--- src/rtl/bos_pkg.sv ---
package bos_pkg;
  localparam int NSIDE = 2;
  typedef logic [NSIDE-1:0] side_vec_t;

  function automatic side_vec_t side_bit(input logic s);
    return side_vec_t'(1) << s;
  endfunction
endpackage

--- src/rtl/bos_arbiter.sv ---
module bos_arbiter
  import bos_pkg::*;
#(
  parameter bit START_CH0 = 1'b1
) (
  input  logic      clk_i,
  input  logic      rst_ni,
  input  side_vec_t req_i,
  input  logic      recov_en_i,
  input  logic      recov_done_i,
  output side_vec_t sel_o,
  output logic      recov_req_o,
  output side_vec_t lost_set_o,
  output side_vec_t done_set_o
);
  localparam side_vec_t SEL_RST = START_CH0 ? side_vec_t'(1) : '0;

  side_vec_t sel_q, prev_q;
  logic      pend_q, tgt_q;

  side_vec_t cand;
  logic      acc, win, go_direct, go_recov;

  // only a non-owner competes; side 0 has priority
  assign cand      = req_i & ~sel_q;
  assign acc       = ~pend_q & (|cand);
  assign win       = ~cand[0];
  assign go_direct = acc & ~recov_en_i;
  assign go_recov  = pend_q & recov_done_i;

  always_comb begin
    lost_set_o = '0;
    done_set_o = '0;
    if (go_recov) begin
      lost_set_o = prev_q & ~side_bit(tgt_q);
      done_set_o = side_bit(tgt_q);
    end else if (go_direct) begin
      lost_set_o = sel_q & ~side_bit(win);
    end
  end

  always_ff @(posedge clk_i or negedge rst_ni) begin
    if (!rst_ni) begin
      sel_q  <= SEL_RST;
      prev_q <= '0;
      pend_q <= 1'b0;
      tgt_q  <= 1'b0;
    end else if (go_recov) begin
      sel_q  <= side_bit(tgt_q);
      pend_q <= 1'b0;
    end else if (acc) begin
      if (recov_en_i) begin
        pend_q <= 1'b1;
        tgt_q  <= win;
        prev_q <= sel_q;
        sel_q  <= '0;  // break before make during recovery
      end else begin
        sel_q  <= side_bit(win);
      end
    end
  end

  assign sel_o       = sel_q;
  assign recov_req_o = pend_q;

  p_sel_onehot0_r2: assert property (@(posedge clk_i) disable iff (!rst_ni)
    $onehot0(sel_q));

  p_direct_side1_r3: assert property (@(posedge clk_i) disable iff (!rst_ni)
    (!pend_q && req_i == 2'b10 && !sel_q[1] && !recov_en_i) |=> sel_q == 2'b10);

  p_both_req_r4: assert property (@(posedge clk_i) disable iff (!rst_ni)
    (!pend_q && req_i == 2'b11 && sel_q == 2'b00 && !recov_en_i) |=> sel_q == 2'b01);

  p_owner_req_r5: assert property (@(posedge clk_i) disable iff (!rst_ni)
    (!pend_q && sel_q != 2'b00 && req_i == sel_q) |=> $stable(sel_q));

  p_pend_hold_r5: assert property (@(posedge clk_i) disable iff (!rst_ni)
    (pend_q && !recov_done_i) |=> (pend_q && $stable(tgt_q)));

  p_pend_blank_r7: assert property (@(posedge clk_i) disable iff (!rst_ni)
    pend_q |-> sel_q == 2'b00);

  p_done_commit_r7: assert property (@(posedge clk_i) disable iff (!rst_ni)
    (pend_q && recov_done_i) |=> (!pend_q && $onehot(sel_q)));

  p_idle_done_r11: assert property (@(posedge clk_i) disable iff (!rst_ni)
    (!pend_q && recov_done_i && cand == 2'b00) |=> ($stable(sel_q) && !pend_q));
endmodule

--- src/rtl/bos_irq_side.sv ---
module bos_irq_side (
  input  logic clk_i,
  input  logic rst_ni,
  input  logic lost_set_i,
  input  logic done_set_i,
  input  logic clr_i,
  input  logic mask_lost_i,
  input  logic mask_done_i,
  input  logic fwd_en_i,
  input  logic dn_int_ni,
  output logic int_no
);
  logic lost_q, done_q;

  // set wins over clear
  always_ff @(posedge clk_i or negedge rst_ni) begin
    if (!rst_ni) begin
      lost_q <= 1'b0;
      done_q <= 1'b0;
    end else begin
      lost_q <= lost_set_i | (lost_q & ~clr_i);
      done_q <= done_set_i | (done_q & ~clr_i);
    end
  end

  logic src_lost, src_done, src_fwd;
  assign src_lost = lost_q & ~mask_lost_i;
  assign src_done = done_q & ~mask_done_i;
  assign src_fwd  = fwd_en_i & ~dn_int_ni;
  assign int_no   = ~(src_lost | src_done | src_fwd);

  p_lost_latch_r6: assert property (@(posedge clk_i) disable iff (!rst_ni)
    lost_set_i |=> lost_q);

  p_done_latch_r7: assert property (@(posedge clk_i) disable iff (!rst_ni)
    done_set_i |=> done_q);

  p_clear_r10: assert property (@(posedge clk_i) disable iff (!rst_ni)
    (clr_i && !lost_set_i && !done_set_i) |=> (!lost_q && !done_q));

  p_hold_r9: assert property (@(posedge clk_i) disable iff (!rst_ni)
    (!clr_i && lost_q) |=> lost_q);
endmodule

--- src/rtl/bus_owner_sel.sv ---
module bus_owner_sel #(
  parameter bit START_CH0 = 1'b1
) (
  input  logic       clk_i,
  input  logic       rst_ni,
  input  logic [1:0] req_i,
  input  logic [1:0] clr_i,
  input  logic [1:0] fwd_en_i,
  input  logic [1:0] mask_lost_i,
  input  logic [1:0] mask_done_i,
  input  logic       recov_en_i,
  input  logic       recov_done_i,
  input  logic       dn_int_ni,
  output logic [1:0] sel_o,
  output logic       recov_req_o,
  output logic [1:0] int_no
);
  import bos_pkg::*;

  side_vec_t lost_set, done_set;

  bos_arbiter #(.START_CH0(START_CH0)) u_arb (
    .clk_i        (clk_i),
    .rst_ni       (rst_ni),
    .req_i        (req_i),
    .recov_en_i   (recov_en_i),
    .recov_done_i (recov_done_i),
    .sel_o        (sel_o),
    .recov_req_o  (recov_req_o),
    .lost_set_o   (lost_set),
    .done_set_o   (done_set)
  );

  for (genvar s = 0; s < NSIDE; s++) begin : g_side
    bos_irq_side u_irq (
      .clk_i       (clk_i),
      .rst_ni      (rst_ni),
      .lost_set_i  (lost_set[s]),
      .done_set_i  (done_set[s]),
      .clr_i       (clr_i[s]),
      .mask_lost_i (mask_lost_i[s]),
      .mask_done_i (mask_done_i[s]),
      .fwd_en_i    (fwd_en_i[s]),
      .dn_int_ni   (dn_int_ni),
      .int_no      (int_no[s])
    );
  end

  p_fwd_r8: assert property (@(posedge clk_i) disable iff (!rst_ni)
    (!dn_int_ni && fwd_en_i[0]) |-> !int_no[0]);

  p_sel_vs_recov_r7: assert property (@(posedge clk_i) disable iff (!rst_ni)
    recov_req_o |-> sel_o == 2'b00);
endmodule

--- config.mk ---
export PLATFORM = sky130hd
export DESIGN_NAME = bus_owner_sel
export DESIGN_NICKNAME = d
export VERILOG_FILES = /design/src/rtl/bos_pkg.sv /design/src/rtl/bos_arbiter.sv /design/src/rtl/bos_irq_side.sv /design/src/rtl/bus_owner_sel.sv
export SDC_FILE = /design/constraint.sdc
export NUM_CORES = 1
export LEC_CHECK = 0
export BUFFER_PORTS_ARGS = -buffer_cell sky130_fd_sc_hd__clkbuf_2
export CORE_AREA = 2 2 39 41
export DETAILED_ROUTE_END_ITERATION = 12
export DIE_AREA = 0 0 41 43
export GPL_TIMING_DRIVEN = 0
export PLACE_DENSITY_LB_ADDON = 0.12
export SLEW_MARGIN = 25
export SYNTH_ARGS = -nofsm -noshare
export SYNTH_HDL_FRONTEND = slang
export SYNTH_SLANG_ARGS = --single-unit
--- constraint.sdc ---
create_clock -name clk_i -period 1.4 [get_ports clk_i]
set_input_delay 0.07 -clock clk_i [delete_from_list [all_inputs] [get_ports clk_i]]
set_output_delay 0.07 -clock clk_i [all_outputs]
set_load 0.01 [all_outputs]
==> qor.txt <==
Total power = 1.11 mW
CP Class = register to register
# H-tree levels = 1
Share of layout cells above drive strength 1 = 39.7%
Yosys reg bits = 10
Met2 GRT Util = 24.1%
Combinational power share = 36.4%
Crit. End Element = register
Starting Density = 36.4%
Placed Instance Area = 619 µm²
GR peak layer = met2
Area grow syn2layout = 35.2%
Leakage Power = 0.336 nW
Syn_area_per_cell = 10.5 µm²
Post-route DRC = 0
Post-synth top area share = 44.7%
Initial DRC count = 8
Met3 usage = 3.14%
Core Box Area = 1380 µm²
Final Util = 49.3%
Worst Setup Start Kind = register
Int Pwr = 0.718 mW
Sw frac = 35.1%
Post-synthesis instance total = 48
Cell Count Post-Placement = 83
Crit path DAT = 1500 ps
Outcome = finished clean
# port buffers = 19
PD cells = 1620 nW/µm²
Sequential element share of the synthesized area = 49.9%
# clock sinks = 10
Max Cap Viol = 0
Diodes inserted = 0
Routed wire length = 1.07 mm
Nets = 89
Synthesized area = 504 µm²
Die area = 1760 µm²
Largest net degree at the start of global routing = 11
Drt first pass iters = 3
Global placer's final weighted congestion = 0.732
Initial antenna violation count = 0
Largest cells by area after synthesis = dfrtp_1 45%, mux2_1 11%, dfstp_2 5.2%
Worst Hold Slack = 4.80 ps
Clock share of power = 19.2%
Final min period = 1350 ps
Rows = 14
Layout Cells excl Fill = 89
R2r setup slk = 50 ps
Width of the die = 41 µm
Worst-margin pin slew = 306 ps
First-pass GRT wire length = 1.77 mm
Total Routing Usage GR = 15.4%
Met1 GRT Util = 16.9%
Fin Setup TNS = 0 ps
Final setup fails = 0
DRT antenna net count = 0
Mapped Nets = 63
Asr flop ratio synth = 100%
Drt wl/cell = 12.0 µm
IO Count = 20
Final worst setup slack = 48.4 ps
Vias/cell = 5.11
Required @ worst endpoint = 1550 ps
Max Fanout on Critical Path = 6
Yosys synthesis warning count = 0
Pre-CTS setup slack = 22.9 ps
Cell accounting for the most synthesized area = dfrtp_1
Period utilisation layout = 96.5%
Dpl hpwl = 803 µm
Clock transition at path regs = 60 ps
Fmax = 740 MHz
Final instance area = 682 µm²
Number of enable flip-flop cells after synthesis = 0
Psw = 0.389 mW
Rel. slew slack = 79.5%
Vias post-DR = 455
Vias in the first global route = 455
CTS root buffer = clkbuf_4
Final hold vios = 0
Most common cell in the netlist = dfrtp_1
Max Slew Vio Count = 0
Clk_lat worst skew = 270 ps
Clk_skew = 8.18 ps
Gr ovfl total = 0
CTS tree = built
Hold crit path type = input pin to register
Peak VDD IR = 732 µV
Sequential power share = 44.4%
Synth top cells by count = 9 x dfrtp_1, 7 x inv_1, 5 x mux2_1
Yosys cell types = 19
TritonCTS Buffers = 3
Synth Flop Type = dfrtp_1
Die Ht = 43 µm
CTS Buffer Depth = 2
==> registers in the layout, summed over array words and instances (netlist names) <==
| register | flops |
|---|---|
| u_arb.tgt_q | 1 |
| g_side.u_irq.lost_q | 2 |
| g_side.u_irq.done_q | 2 |
| u_arb.sel_o | 2 |
| u_arb.prev_q | 2 |
| u_arb.recov_req_o | 1 |
==> path summary, 6_finish.rpt <==
path	from	end	cells past startpoint
setup / recovery	u_arb.sel_o[0]	u_arb.sel_o[1]	3
hold / removal	clr_i[1]	g_side[1].u_irq.done_q	2
setup reg to reg	u_arb.sel_o[0]	u_arb.sel_o[1]	3
hold reg to reg	u_arb.prev_q[0]	u_arb.prev_q[0]	1
max in group asynchronous	rst_ni	u_arb.sel_o[0]	2
min in group asynchronous	rst_ni	g_side[0].u_irq.done_q	2
==> layout make-up <==
| class | count | area (µm²) |
|---|---|---|
| Fill cell | 134 | 702 |
| Buffer | 2 | 15.0 |
| Inverter | 7 | 26.3 |
| Multi-Input combinational cell | 29 | 228 |
| Sequential cell | 10 | 251 |
| Timing Repair Buffer | 21 | 115 |
| Tap cell | 16 | 20.0 |
| Clock buffer | 4 | 26.3 |
==> timing repair <==
| action | CTS | global route |
|---|---|---|
| endpoints found under the hold margin | 11 | 0 |
| resized for setup | 0 | 2 |
| setup endpoints to repair | 0 | 5 |
| buffers inserted | 0 | 0 |
| hold buffers | 2 | 0 |
==> worst max-delay path, stage by stage (launching register included) <==
cell and delay, ps:
dfstp_2 580, nor2b_2 90, o31ai_4 220, mux2_1 340
==> power by group through the flow <==
stage	clock (mW)	combinational, mW	sequential (mW)
finish	0.213	0.403	0.491
global route	0.226	0.460	0.511
CTS	0.214	0.382	0.490
global placement	0	0.372	0.490
detailed placement	0	0.377	0.496
floorplan	0	0.245	0.492
==> kinds of logic after synthesis <==
| logic type | Yosys count | share of synthesized area, % |
|---|---|---|
| AO/OA/AOI/OAI | 13 | 17.6 |
| AND/OR/NAND/NOR | 11 | 13.2 |
| flip-flops | 10 | 49.9 |
| buffers and inverters | 9 | 8.19 |
| multiplexers | 5 | 11.2 |
==> cells in the final DEF, fill, tap and decap left out, types with 3 or more instances in the layout <==
master	count
o21ai_0	4
clkbuf_4	3
mux2_1	5
dfrtp_1	9
inv_1	7
nand3_1	3
clkbuf_2	19
==> per-layer routing <==
metal / vias to the layer above / part of all wire [%]
met5: - / 0
met4: 0 / 3.7
met3: 4 / 7.6
met2: 19 / 47
met1: 213 / 42
li1: 219 / -
Note: power is estimated with default switching activity, not from simulation.
